**config.mk**
```make
export PLATFORM = sky130hd
export DESIGN_NAME = rxerr_logger
export DESIGN_NICKNAME = d
export VERILOG_FILES = /design/src/rtl/rxerr_pkg.sv /design/src/rtl/rxerr_gate.sv /design/src/rtl/rxerr_sticky.sv /design/src/rtl/rxerr_drive.sv /design/src/rtl/rxerr_logger.sv
export SDC_FILE = /design/constraint.sdc
export NUM_CORES = 1
export LEC_CHECK = 0
export BUFFER_PORTS_ARGS = -buffer_cell sky130_fd_sc_hd__buf_4
export CAP_MARGIN = 5
export CORE_MARGIN = 2
export CORE_UTILIZATION = 45
export DETAILED_ROUTE_END_ITERATION = 16
export PLACE_DENSITY = 0.81
export SETUP_SLACK_MARGIN = 0.15
export SYNTH_ARGS = -nofsm -noshare
export SYNTH_HDL_FRONTEND = slang
export SYNTH_SLANG_ARGS = --single-unit
```
**constraint.sdc**
```tcl
create_clock -name clk -period 1.2 [get_ports clk]
set_input_delay 0.18 -clock clk [delete_from_list [all_inputs] [get_ports clk]]
set_output_delay 0.18 -clock clk [all_outputs]
set_load 0.05 [all_outputs]
```
**src/rtl/rxerr_pkg.sv**
```systemverilog
package rxerr_pkg;
  localparam int ERR_N = 7;

  localparam int B_PARITY = 0;
  localparam int B_BIPHASE = 1;
  localparam int B_CONF = 2;
  localparam int B_VALID = 3;
  localparam int B_UNLOCK = 4;
  localparam int B_CSCRC = 5;
  localparam int B_QCRC = 6;

  typedef enum logic [1:0] {
    HM_HOLD = 2'b00,
    HM_ZERO = 2'b01,
    HM_PASS = 2'b10
  } hold_mode_e;
endpackage

```
**src/rtl/rxerr_gate.sv**
```systemverilog
module rxerr_gate #(
  parameter int ERR_W = rxerr_pkg::ERR_N
) (
  input  logic             clk,
  input  logic             rst,
  input  logic             mask_wr,
  input  logic [ERR_W-1:0] mask_wdata,
  input  logic             sf_stb,
  input  logic [ERR_W-1:0] evt,
  output logic [ERR_W-1:0] mask_q,
  output logic [ERR_W-1:0] hit
);
  always_ff @(posedge clk) begin
    if (rst) mask_q <= '0;
    else if (mask_wr) mask_q <= mask_wdata;
  end

  // enabled events of the closing subframe
  always_comb hit = sf_stb ? (evt & mask_q) : '0;
endmodule

```
**src/rtl/rxerr_sticky.sv**
```systemverilog
module rxerr_sticky #(
  parameter int ERR_W = rxerr_pkg::ERR_N,
  localparam int REG_W = ERR_W + 1
) (
  input  logic             clk,
  input  logic             rst,
  input  logic [ERR_W-1:0] hit,
  input  logic             rd_stb,
  output logic [ERR_W-1:0] sticky_q,
  output logic [REG_W-1:0] rd_q
);
  // one cell per error bit; a new hit outranks the clear
  for (genvar i = 0; i < ERR_W; i++) begin : g_cell
    always_ff @(posedge clk) begin
      if (rst) sticky_q[i] <= 1'b0;
      else if (hit[i]) sticky_q[i] <= 1'b1;
      else if (rd_stb) sticky_q[i] <= 1'b0;
    end
  end

  always_ff @(posedge clk) begin
    if (rst) rd_q <= '0;
    else if (rd_stb) rd_q <= {1'b0, sticky_q};
  end
endmodule

```
**src/rtl/rxerr_drive.sv**
```systemverilog
module rxerr_drive #(
  parameter int ERR_W = rxerr_pkg::ERR_N,
  parameter logic [ERR_W-1:0] AFFECT = 'h1F
) (
  input  logic             clk,
  input  logic             rst,
  input  logic             sf_stb,
  input  logic [ERR_W-1:0] hit,
  input  logic [ERR_W-1:0] sticky_q,
  input  logic [ERR_W-1:0] mask_q,
  input  logic [1:0]       hold_mode,
  output logic             rerr_pulse,
  output logic             irq,
  output logic             sub_hold,
  output logic             sub_mute
);
  import rxerr_pkg::*;

  logic sample_err;
  always_comb sample_err = |(hit & AFFECT);

  always_ff @(posedge clk) begin
    if (rst) begin
      rerr_pulse <= 1'b0;
      irq <= 1'b0;
      sub_hold <= 1'b0;
      sub_mute <= 1'b0;
    end else begin
      rerr_pulse <= |hit;
      irq <= |(sticky_q & mask_q);
      if (sf_stb) begin
        sub_hold <= sample_err && (hold_mode == HM_HOLD);
        sub_mute <= sample_err && (hold_mode == HM_ZERO);
      end
    end
  end
endmodule

```
**src/rtl/rxerr_logger.sv**
```systemverilog
module rxerr_logger #(
  parameter int ERR_W = rxerr_pkg::ERR_N,
  parameter logic [ERR_W-1:0] AFFECT = 'h1F,
  localparam int REG_W = ERR_W + 1
) (
  input  logic             clk,
  input  logic             rst,
  input  logic             sf_stb,
  input  logic [ERR_W-1:0] evt,
  input  logic             mask_wr,
  input  logic [ERR_W-1:0] mask_wdata,
  input  logic             rd_stb,
  input  logic [1:0]       hold_mode,
  output logic [REG_W-1:0] rd_data,
  output logic             rerr_pulse,
  output logic             irq,
  output logic             sub_hold,
  output logic             sub_mute
);
  logic [ERR_W-1:0] mask_q;
  logic [ERR_W-1:0] hit;
  logic [ERR_W-1:0] sticky_q;

  rxerr_gate #(.ERR_W(ERR_W)) u_gate (
    .clk(clk), .rst(rst), .mask_wr(mask_wr), .mask_wdata(mask_wdata),
    .sf_stb(sf_stb), .evt(evt), .mask_q(mask_q), .hit(hit)
  );

  rxerr_sticky #(.ERR_W(ERR_W)) u_sticky (
    .clk(clk), .rst(rst), .hit(hit), .rd_stb(rd_stb),
    .sticky_q(sticky_q), .rd_q(rd_data)
  );

  rxerr_drive #(.ERR_W(ERR_W), .AFFECT(AFFECT)) u_drive (
    .clk(clk), .rst(rst), .sf_stb(sf_stb), .hit(hit), .sticky_q(sticky_q),
    .mask_q(mask_q), .hold_mode(hold_mode), .rerr_pulse(rerr_pulse),
    .irq(irq), .sub_hold(sub_hold), .sub_mute(sub_mute)
  );
endmodule

```
==> results of run 1 <==
metrics by stage:
stage          utilization, %  cell area [um2]
2_1_floorplan               -              923
3_3_place_gp             59.8             1160
3_5_place_dp             59.8             1160
4_1_cts                  62.7             1220
5_1_grt                  65.1             1260
6_report                 65.1             1260
power breakdown:
part           internal (mW)  total, mW  leakage [nW]  switching [mW]
Sequential             0.857      0.879         0.209          0.0221
Clock                  0.124      0.355        0.0177           0.231
Combinational         0.0930      0.194         0.334           0.101
Total                   1.07       1.43         0.561           0.353
final timing paths:
check / endpoint / cells past startpoint
max: u_drive.sub_mute / 3
min: u_drive.sub_mute / 2
max reg2reg: u_drive.sub_mute / 3
min reg2reg: u_drive.sub_mute / 2
worst max-delay path: stages, from the launching register on:
cell and delay (ns):
dfxtp_2 0.34, a222oi_1 0.32, and3_1 0.25, o41ai_1 0.08
flip-flops by register name, indices dropped and copies added, names as in the netlist:
name and flops:
u_drive.irq 1, u_drive.rerr_pulse 1, u_drive.sub_hold 1, u_drive.sub_mute 1, u_gate.mask_q 7, u_sticky.rd_q 7, u_sticky.sticky_q 7
cell type report:
class,count,area [um2],area share [%]
inverters,2,7.51,0.594
clock buffers,3,22.5,1.78
multi-input cells,59,387,30.6
flip-flops and latches,25,515,40.8
well taps,27,33.8,2.67
clock inverters,1,5.00,0.396
repair buffers,33,293,23.2
timing repair:
item / in CTS / in global routing
setup buffers: 2 / 0
cloned: 0 / 0
setup endpoints to repair: 6 / 15
pin swaps: 3 / 4
endpoints found under the hold margin: 0 / 0
resized for setup: 5 / 19
cell families after synthesis:
kind of cell / after synthesis / synth area share, %
mux: 14 / 15.2
buf+inv: 8 / 3.93
flops: 25 / 54.2
other cells: 1 / 0.406
compound gates: 16 / 14.4
simple gates: 28 / 11.9
cell usage in the layout (no fill, tap or decap):
cell,n
a21oi_1,1
a222oi_1,2
a22oi_1,3
a31oi_1,1
a32oi_1,7
and3_1,1
buf_4,22
buf_6,10
buf_8,1
clkbuf_4,3
clkinv_2,1
conb_1,1
dfxtp_1,13
dfxtp_2,12
inv_1,2
mux2i_1,14
nand2_1,4
nand2b_1,1
nor2_1,22
o41ai_1,2
metal layers:
layer	vias up	routed length (um)	global-route usage, %
met1	399	855	20.8
met2	40	931	28.6
met3	2	173	4.60
met5	-	0	0
li1	391	-	-
met4	0	16	9.52
==> results.py, run 1 <==
metrics = {
    "status": {
        "outcome": "finished clean",
    },
    "layout": {
        "num_antenna_cells": 0,
        "fill_cells": 168,
        "final_cells": 150,
        "drive_above_1_share_pct": 39.8,
        "fin_nets": 145,
        "area.growth.synth_to_final_pct": 36.9,
    },
    "synthesis": {
        "synth.most_common_cell": "dfxtp_1",
        "synth_cell_type_count": 17,
        "synthTopCellsByCount": "dfxtp_1, nor2_1, mux2i_1",
        "yosysWarnings": 0,
        "async_flop_share_pct": 0,
        "synthFlopType": "dfxtp_1",
        "synthTopCellsByArea": "dfxtp_1, mux2i_1, nor2_1",
        "synth_seq_cells": 25,
        "syn_inst": 92,
        "netlist.area_leader.share_pct": 54.2,
        "synth_fp_nets": 113,
        "synth.avg_cell_area_um2": 10.0,
        "yosys.area.top_type": "dfxtp_1",
        "synth_area_um2": 923,
        "synth_edf_count": 0,
        "ys_seq_area_share_pct": 54.2,
    },
    "worst_setup_path": {
        "cp_data_arrival_time_ns": 1.31,
        "r2r_start": "u_gate.mask_q[2]",
        "crit_path_end_kind": "flip-flop",
        "crit_path_start_kind": "flip-flop",
        "r2r_slack_ns": 0.1,
        "critPathMaxFanout": 3,
        "worstSetupPathType": "reg2reg",
        "required_ns": 1.41,
        "crit_start": "u_gate.mask_q[2]",
    },
    "floorplanning": {
        "die_w_um": 49.3,
        "initial_utilization_pct": 47.6,
        "design.core.area_um2": 1940,
        "rows": 16,
        "io_pins": 33,
        "die_h_um": 49.3,
        "dieArea_um2": 2430,
    },
    "sta": {
        "finClkSkew_ns": 0.00634,
        "hold_ws_ns": 0.0499,
        "hold_violations": 0,
        "timing.final.ws_setup_ns": 0.0996,
        "setup_viol": 0,
        "final_max_slew_viol_count": 0,
        "finalCritPeriodShare_pct": 91.7,
        "finalSetupTns_ns": 0,
        "clock.fmax_ghz": 0.909,
        "rsz0062_at_grt": "yes",
        "period_minus_slack_ns": 1.10,
    },
    "placement": {
        "gp_congestion": 0.872,
        "io_buffer_count": 31,
        "place_ws_ns": 0.117,
        "dp_hpwl_um": 1440,
        "dp_cells": 144,
    },
    "drt": {
        "route.vias.total": 832,
        "drtIter0Drc": 30,
        "drcViolationCount": 0,
        "avgRoutedWirePerCell_um": 13.2,
        "drt-total-wl_um": 1980,
        "vias_per_cell": 5.55,
        "ant_nets": 0,
        "dr.pass1.iters": 4,
    },
    "clocking": {
        "cts_sinks": 25,
        "cts_tree": "yes",
        "cts_buffers": 3,
        "clock_latency_ns": 0.31,
        "clk_path_buf_depth": 2,
        "ctsHtreeMaxLevel": 1,
        "root_buffer": "clkbuf_4",
        "clkTransAtPathRegs_ns": 0.12,
        "postCtsHoldBufs": 0,
    },
    "power": {
        "ir_worst_vdd_mv": 0.742,
        "finalPower_mw": 1.43,
        "power.density_nw_per_um2": 1130,
        "p_leak_nw": 0.561,
    },
    "global_route": {
        "overflow": 0,
        "grt_pass1_vias": 772,
        "grt_max_degree": 25,
        "antenna_found_initial": 0,
        "grt_util_all_layers_pct": 17.5,
        "grt_pass1_wl_um": 3300,
    },
    "job": {
        "max-cap-violations": 0,
    },
    "worst_hold_path": {
        "min_path_type": "in2reg",
        "worstHoldStart": "hold_mode[1]",
    },
}
Power figures use the tool's default switching activity.
==> run 2, diff against run 1 <==
--- a/config.mk
+++ b/config.mk
@@ -5,6 +5,7 @@
 export SDC_FILE = /design/constraint.sdc
 export NUM_CORES = 1
 export LEC_CHECK = 0
+export ABC_AREA = 1
 export BUFFER_PORTS_ARGS = -buffer_cell sky130_fd_sc_hd__buf_4
 export CAP_MARGIN = 5
 export CORE_MARGIN = 2
==> constraint.sdc (replaced) <==
create_clock -name clk -period 1.25 [get_ports clk]
set_input_delay 0.1875 -clock clk [delete_from_list [all_inputs] [get_ports clk]]
set_output_delay 0.1875 -clock clk [all_outputs]
set_load 0.05 [all_outputs]
==> run 2 against run 1 <==
  * Design area shrank 3.6%
  * Via count grew 6.3%
  * Critical endpoint is now sub_mute
  * Clock skew grew 0.0048 ns
  * Synthesized area grew 4.6%
  * Clock power is essentially flat
==> results.py, run 2 <==
metrics = {
    "sta": {
        "finalCritPeriodShare_pct": 84.8,
        "hold_violations": 0,
        "final_max_slew_viol_count": 0,
        "finClkSkew_ns": 0.0112,
        "finalSetupTns_ns": 0,
        "setup_viol": 0,
        "clock.fmax_ghz": 0.943,
        "rsz0062_at_grt": "no",
        "period_minus_slack_ns": 1.06,
    },
    "placement": {
        "io_buffer_count": 31,
        "dp_hpwl_um": 1540,
        "gp_congestion": 0.738,
        "dpl_cell_area_um2": 1180,
    },
    "layout": {
        "finalInstanceArea_um2": 1220,
        "drive_above_1_share_pct": 25.2,
        "final_cell_mix": "nand2_1, buf_4, dfxtp_1",
        "reg.largest.list": "u_gate.mask_q (7), u_sticky.rd_q (7), u_sticky.sticky_q (7)",
        "fill_cells": 189,
        "mostFrequentLayoutCell": "nand2_1",
        "fin_nets": 173,
        "area.growth.synth_to_final_pct": 26.2,
        "num_antenna_cells": 0,
    },
    "worst_setup_path": {
        "crit_family": "flip-flops",
        "r2r_start": "u_gate.mask_q[6]",
        "required_ns": 1.06,
        "worstSetupPathType": "reg2out",
        "crit_start": "u_drive.sub_mute",
        "reg2reg_to": "u_drive.rerr_pulse",
        "crit_cells": 1,
        "r2r_cells": 4,
        "crit_path_start_kind": "flip-flop",
        "slowest_stage": "dfxtp_1",
        "cp_data_arrival_time_ns": 0.87,
        "crit_path_end_kind": "output pin",
        "r2r_slack_ns": 0.34,
        "critPathMaxFanout": 2,
        "path_cells": "buf_6",
        "critical_path.max_stage_delay_ns": 0.38,
        "critPathBufInv": 1,
        "endpoint": "sub_mute",
    },
    "clocking": {
        "clk_path_buf_depth": 2,
        "clock_latency_ns": 0.32,
        "clkTransAtPathRegs_ns": 0.14,
        "cts_tree": "yes",
        "cts_sinks": 25,
        "postCtsHoldBufs": 0,
        "cts_buffers": 3,
        "root_buffer": "clkbuf_4",
        "ctsHtreeMaxLevel": 1,
    },
    "floorplanning": {
        "die_h_um": 50.3,
        "io_pins": 33,
        "rows": 16,
        "design.core.area_um2": 2000,
        "initial_utilization_pct": 48.2,
        "die_w_um": 50.3,
        "dieArea_um2": 2530,
    },
    "synthesis": {
        "synth_seq_cells": 25,
        "synth.avg_cell_area_um2": 7.85,
        "synthFlopType": "dfxtp_1",
        "synth-simple-area-share_pct": 24.5,
        "synthXorXnorAreaFrac_pct": 0,
        "synth-compound-area-share_pct": 15.2,
        "yosysWarnings": 0,
        "synth_edf_count": 0,
        "netlist.area_leader.share_pct": 51.8,
        "synthTopCellsByCount": "nand2_1, dfxtp_1, a21oi_1",
        "ys_seq_area_share_pct": 51.8,
        "synthTopCellsByArea": "dfxtp_1, nand2_1, a21oi_1",
        "muxShareOfSynthArea_pct": 0,
        "synth_adder_area_share_pct": 0,
        "async_flop_share_pct": 0,
        "synth_fp_nets": 144,
        "yosys.area.top_type": "dfxtp_1",
        "synth_area_um2": 966,
        "syn_inst": 123,
        "synth_top_family_by_area": "simple AND/OR/NAND/NOR gates",
        "synth.most_common_cell": "nand2_1",
        "synth_cell_type_count": 19,
    },
    "global_route": {
        "overflow": 0,
        "grt_pass1_wl_um": 3380,
        "grt_pass1_vias": 803,
        "antenna_found_initial": 0,
        "grt_util_all_layers_pct": 17.7,
        "grt_max_degree": 26,
    },
    "worst_hold_path": {
        "worstHoldStart": "mask_wdata[6]",
        "min_path_type": "in2reg",
    },
    "power": {
        "p_leak_nw": 0.528,
        "power.density_nw_per_um2": 1130,
        "finalPower_mw": 1.37,
        "ir_worst_vdd_mv": 0.700,
    },
    "drt": {
        "drtIter0Drc": 26,
        "drt-total-wl_um": 2100,
        "route.vias.total": 884,
        "ant_nets": 0,
        "avgRoutedWirePerCell_um": 11.8,
        "drcViolationCount": 0,
        "vias_per_cell": 4.97,
        "dr.pass1.iters": 4,
    },
    "status": {
        "outcome": "finished clean",
    },
    "job": {
        "max-cap-violations": 0,
    },
}
-- run 2: cell count changes after synthesis, sizes merged, moves of 4 or more --
cell	previous run	this run
nand2	4	42
nor2	22	4
buf	3	7
mux2i	14	0
a32oi	7	0
a21oi	1	21
inv	2	6
nand3	0	9
-- run 2: what timing repair did --
item / 4_1_cts / 5_1_grt
resized for setup: 0 / 4
endpoints found under the setup margin: 0 / 4
setup buffers: 0 / 0
-- run 2: power breakdown --
| part | switching [mW] | internal [mW] | total, mW |
|---|---|---|---|
| clock | 0.235 | 0.120 | 0.355 |
| sequential | 0.0180 | 0.822 | 0.840 |
| combinational | 0.102 | 0.0743 | 0.176 |
| total | 0.355 | 1.02 | 1.37 |
-- run 2: how the worst min path moves through the flow --
stage / endpoint / depth (start not counted)
floorplan: u_gate.mask_q[1] / 2
global placement: u_sticky.rd_q[1] / 2
detailed placement: u_gate.mask_q[6] / 3
CTS: u_gate.mask_q[6] / 3
global route: u_gate.mask_q[4] / 3
finish: u_gate.mask_q[6] / 3
-- run 2: worst register-to-register path, cell delays in order, from the launching register on --
cell and delay, ns:
dfxtp_1 0.36, nand3_1 0.14, nand2_1 0.08, nor3_1 0.18, nor2_1 0.05
-- run 2: logic make-up (layout without fill, tap and decap cells) --
family	count (synthesis)	count (layout)
DFF	25	25
buffers and inverters	13	41
AOI/OAI and AO/OA	27	27
other	1	1
and+or+nand+nor	57	57
-- run 2: area by class of cell --
| class | count | area (um2) | share of cell area, % |
|---|---|---|---|
| tap | 27 | 33.8 | 2.77 |
| clock buffer | 3 | 22.5 | 1.85 |
| sequential | 25 | 500 | 41.1 |
| timing repair buffer | 31 | 248 | 20.3 |
| inverter | 6 | 22.5 | 1.85 |
| multi-input combinational | 85 | 387 | 31.7 |
| clock inverter | 1 | 5.00 | 0.411 |
-- run 2: routing by layer --
metal	vias to the layer above	GRT usage (%)	wire, um
li1	455	-	-
met1	395	20.1	848
met2	29	32.2	1130
met3	5	1.79	72
met4	0	9.46	52
met5	-	0	0
-- run 2: metrics by stage --
stage	util, %	setup WS [ns]	hold slack [ns]	instances
after CTS	60.1	0.175	0.102	178
final	60.9	0.189	0.102	178
after detailed placement	58.8	0.364	0.450	174
after floorplan	-	0.340	0.328	123
after global routing	60.9	0.151	0.113	178
after global placement	58.8	0.399	0.449	174
==> run 3, diff against run 2 <==
==> constraint.sdc (replaced) <==
create_clock -name clk -period 1.1 [get_ports clk]
set_input_delay 0.165 -clock clk [delete_from_list [all_inputs] [get_ports clk]]
set_output_delay 0.165 -clock clk [all_outputs]
set_load 0.05 [all_outputs]
==> run 3 against run 2 <==
  * Total power increased by 15%
  * Combinational power rose by 25%
  * Worst hold slack worse by 0.0063 ns
  * Sequential share of layout area down 2.4 points
  * Count of clock-buffer cells in the layout did not move
  * Design area increased by 11%
  * Utilization grew 6.4 points
  * Global-route usage fell by 0.55 points
  * Critical endpoint is now sub_hold
==> results.py, run 3 (same netlist as run 2, synthesis figures left out) <==
metrics = {
    "clocking": {
        "cts_tree": "yes",
        "cts_buffers": 3,
        "ctsHtreeMaxLevel": 1,
        "root_buffer": "clkbuf_4",
        "clk_path_buf_depth": 2,
        "cts_sinks": 25,
        "postCtsHoldBufs": 0,
        "clock_latency_ns": 0.31,
        "clkTransAtPathRegs_ns": 0.14,
    },
    "worst_hold_path": {
        "min_path_type": "in2reg",
        "hold_path_depth": 3,
        "worstHoldStart": "mask_wdata[6]",
    },
    "layout": {
        "final_cells": 182,
        "num_antenna_cells": 0,
        "final_cell_mix": "nand2_1, buf_4, a21oi_1",
        "reg.largest.list": "u_gate.mask_q (7), u_sticky.rd_q (7), u_sticky.sticky_q (7)",
        "drive_above_1_share_pct": 41.3,
        "area.growth.synth_to_final_pct": 39.5,
        "fin_nets": 177,
        "mostFrequentLayoutCell": "nand2_1",
    },
    "worst_setup_path": {
        "critPathBufInv": 1,
        "required_ns": 0.94,
        "worstSetupPathType": "reg2out",
        "critical_path.max_stage_delay_ns": 0.38,
        "slowest_stage": "dfxtp_2",
        "crit_start": "u_drive.sub_hold",
        "r2r_start": "u_gate.mask_q[4]",
        "path_cells": "buf_8",
        "crit_family": "flip-flops",
        "crit_cells": 1,
        "cp_data_arrival_time_ns": 0.83,
        "r2r_cells": 4,
        "r2r_slack_ns": 0.19,
        "crit_path_start_kind": "flip-flop",
        "critPathMaxFanout": 2,
        "crit_path_end_kind": "output pin",
    },
    "sta": {
        "finalSetupTns_ns": 0,
        "rsz0062_at_grt": "yes",
        "period_minus_slack_ns": 0.995,
        "final_max_slew_viol_count": 0,
        "setup_viol": 0,
        "hold_violations": 0,
        "finClkSkew_ns": 0.0104,
        "timing.final.ws_setup_ns": 0.105,
        "hold_ws_ns": 0.0959,
        "clock.fmax_ghz": 1.01,
        "finalCritPeriodShare_pct": 90.5,
    },
    "global_route": {
        "grt_pass1_vias": 852,
        "grt_pass1_wl_um": 3350,
        "antenna_found_initial": 0,
        "grt_util_all_layers_pct": 17.1,
        "grt_max_degree": 26,
        "overflow": 0,
    },
    "floorplanning": {
        "initial_utilization_pct": 48.2,
        "design.core.area_um2": 2000,
        "rows": 16,
        "io_pins": 33,
        "die_w_um": 50.3,
        "dieArea_um2": 2530,
        "die_h_um": 50.3,
    },
    "drt": {
        "drt-total-wl_um": 2210,
        "drtIter0Drc": 17,
        "dr.pass1.iters": 5,
        "avgRoutedWirePerCell_um": 12.2,
        "ant_nets": 0,
        "route.vias.total": 897,
        "vias_per_cell": 4.93,
        "drcViolationCount": 0,
    },
    "power": {
        "finalPower_mw": 1.57,
        "p_leak_nw": 0.571,
        "ir_worst_vdd_mv": 0.642,
        "power.density_nw_per_um2": 1170,
    },
    "placement": {
        "io_buffer_count": 31,
        "place_ws_ns": 0.174,
        "gp_congestion": 0.775,
        "dp_hpwl_um": 1550,
        "dp_cells": 174,
    },
    "status": {
        "outcome": "finished clean",
    },
    "job": {
        "max-cap-violations": 0,
    },
}
==> run 3: cell types whose count changed in the layout (fill, tap and decap cells not counted), sizes merged <==
cell / before / now
buf: 31 / 35
==> run 3: layout make-up <==
type                       count  area (um2)
fill                         164         654
tap                           27        33.8
inverter                       6        22.5
multi-input combinational     85         417
timing repair buffer          35         327
clock buffer                   3        22.5
clock inverter                 1        5.00
sequential                    25         520
==> run 3: what timing repair did <==
action,CTS,global route
buffers inserted,0,4
resized for setup,25,14
setup endpoints to repair,11,14
pin swaps,0,5
cloned,0,0
==> run 3: through the flow <==
stage | area (um2) | util [%]
finish | 1350 | 67.3
global route | 1350 | 67.3
detailed placement | 1180 | 58.8
global placement | 1180 | 58.8
floorplan | 966 | -
CTS | 1270 | 63.4
==> run 3: worst paths after layout <==
check / end
worst max-delay path: sub_hold
worst min-delay path: u_gate.mask_q[6]
worst max register to register: u_drive.sub_hold
worst min register to register: u_sticky.rd_q[3]
==> run 3: worst register-to-register path: cells and delay by family (launching register included) <==
kind            cells  cell delay (ns)
compound gates      2             0.27
simple gates        2             0.20
flops               1             0.36
==> run 3: report_power, final <==
group	switching (mW)	internal, mW
Clock	0.256	0.135
Combinational	0.121	0.0988
Sequential	0.0247	0.938
Total	0.402	1.17
==> run 3: routing by layer <==
| layer | up-vias | GRT usage, % | wire [um] |
|---|---|---|---|
| met3 | 2 | 2.68 | 80 |
| met4 | 0 | 6.76 | 29 |
| met1 | 406 | 17.5 | 879 |
| li1 | 462 | - | - |
| met2 | 27 | 34.0 | 1220 |
| met5 | - | 0 | 0 |
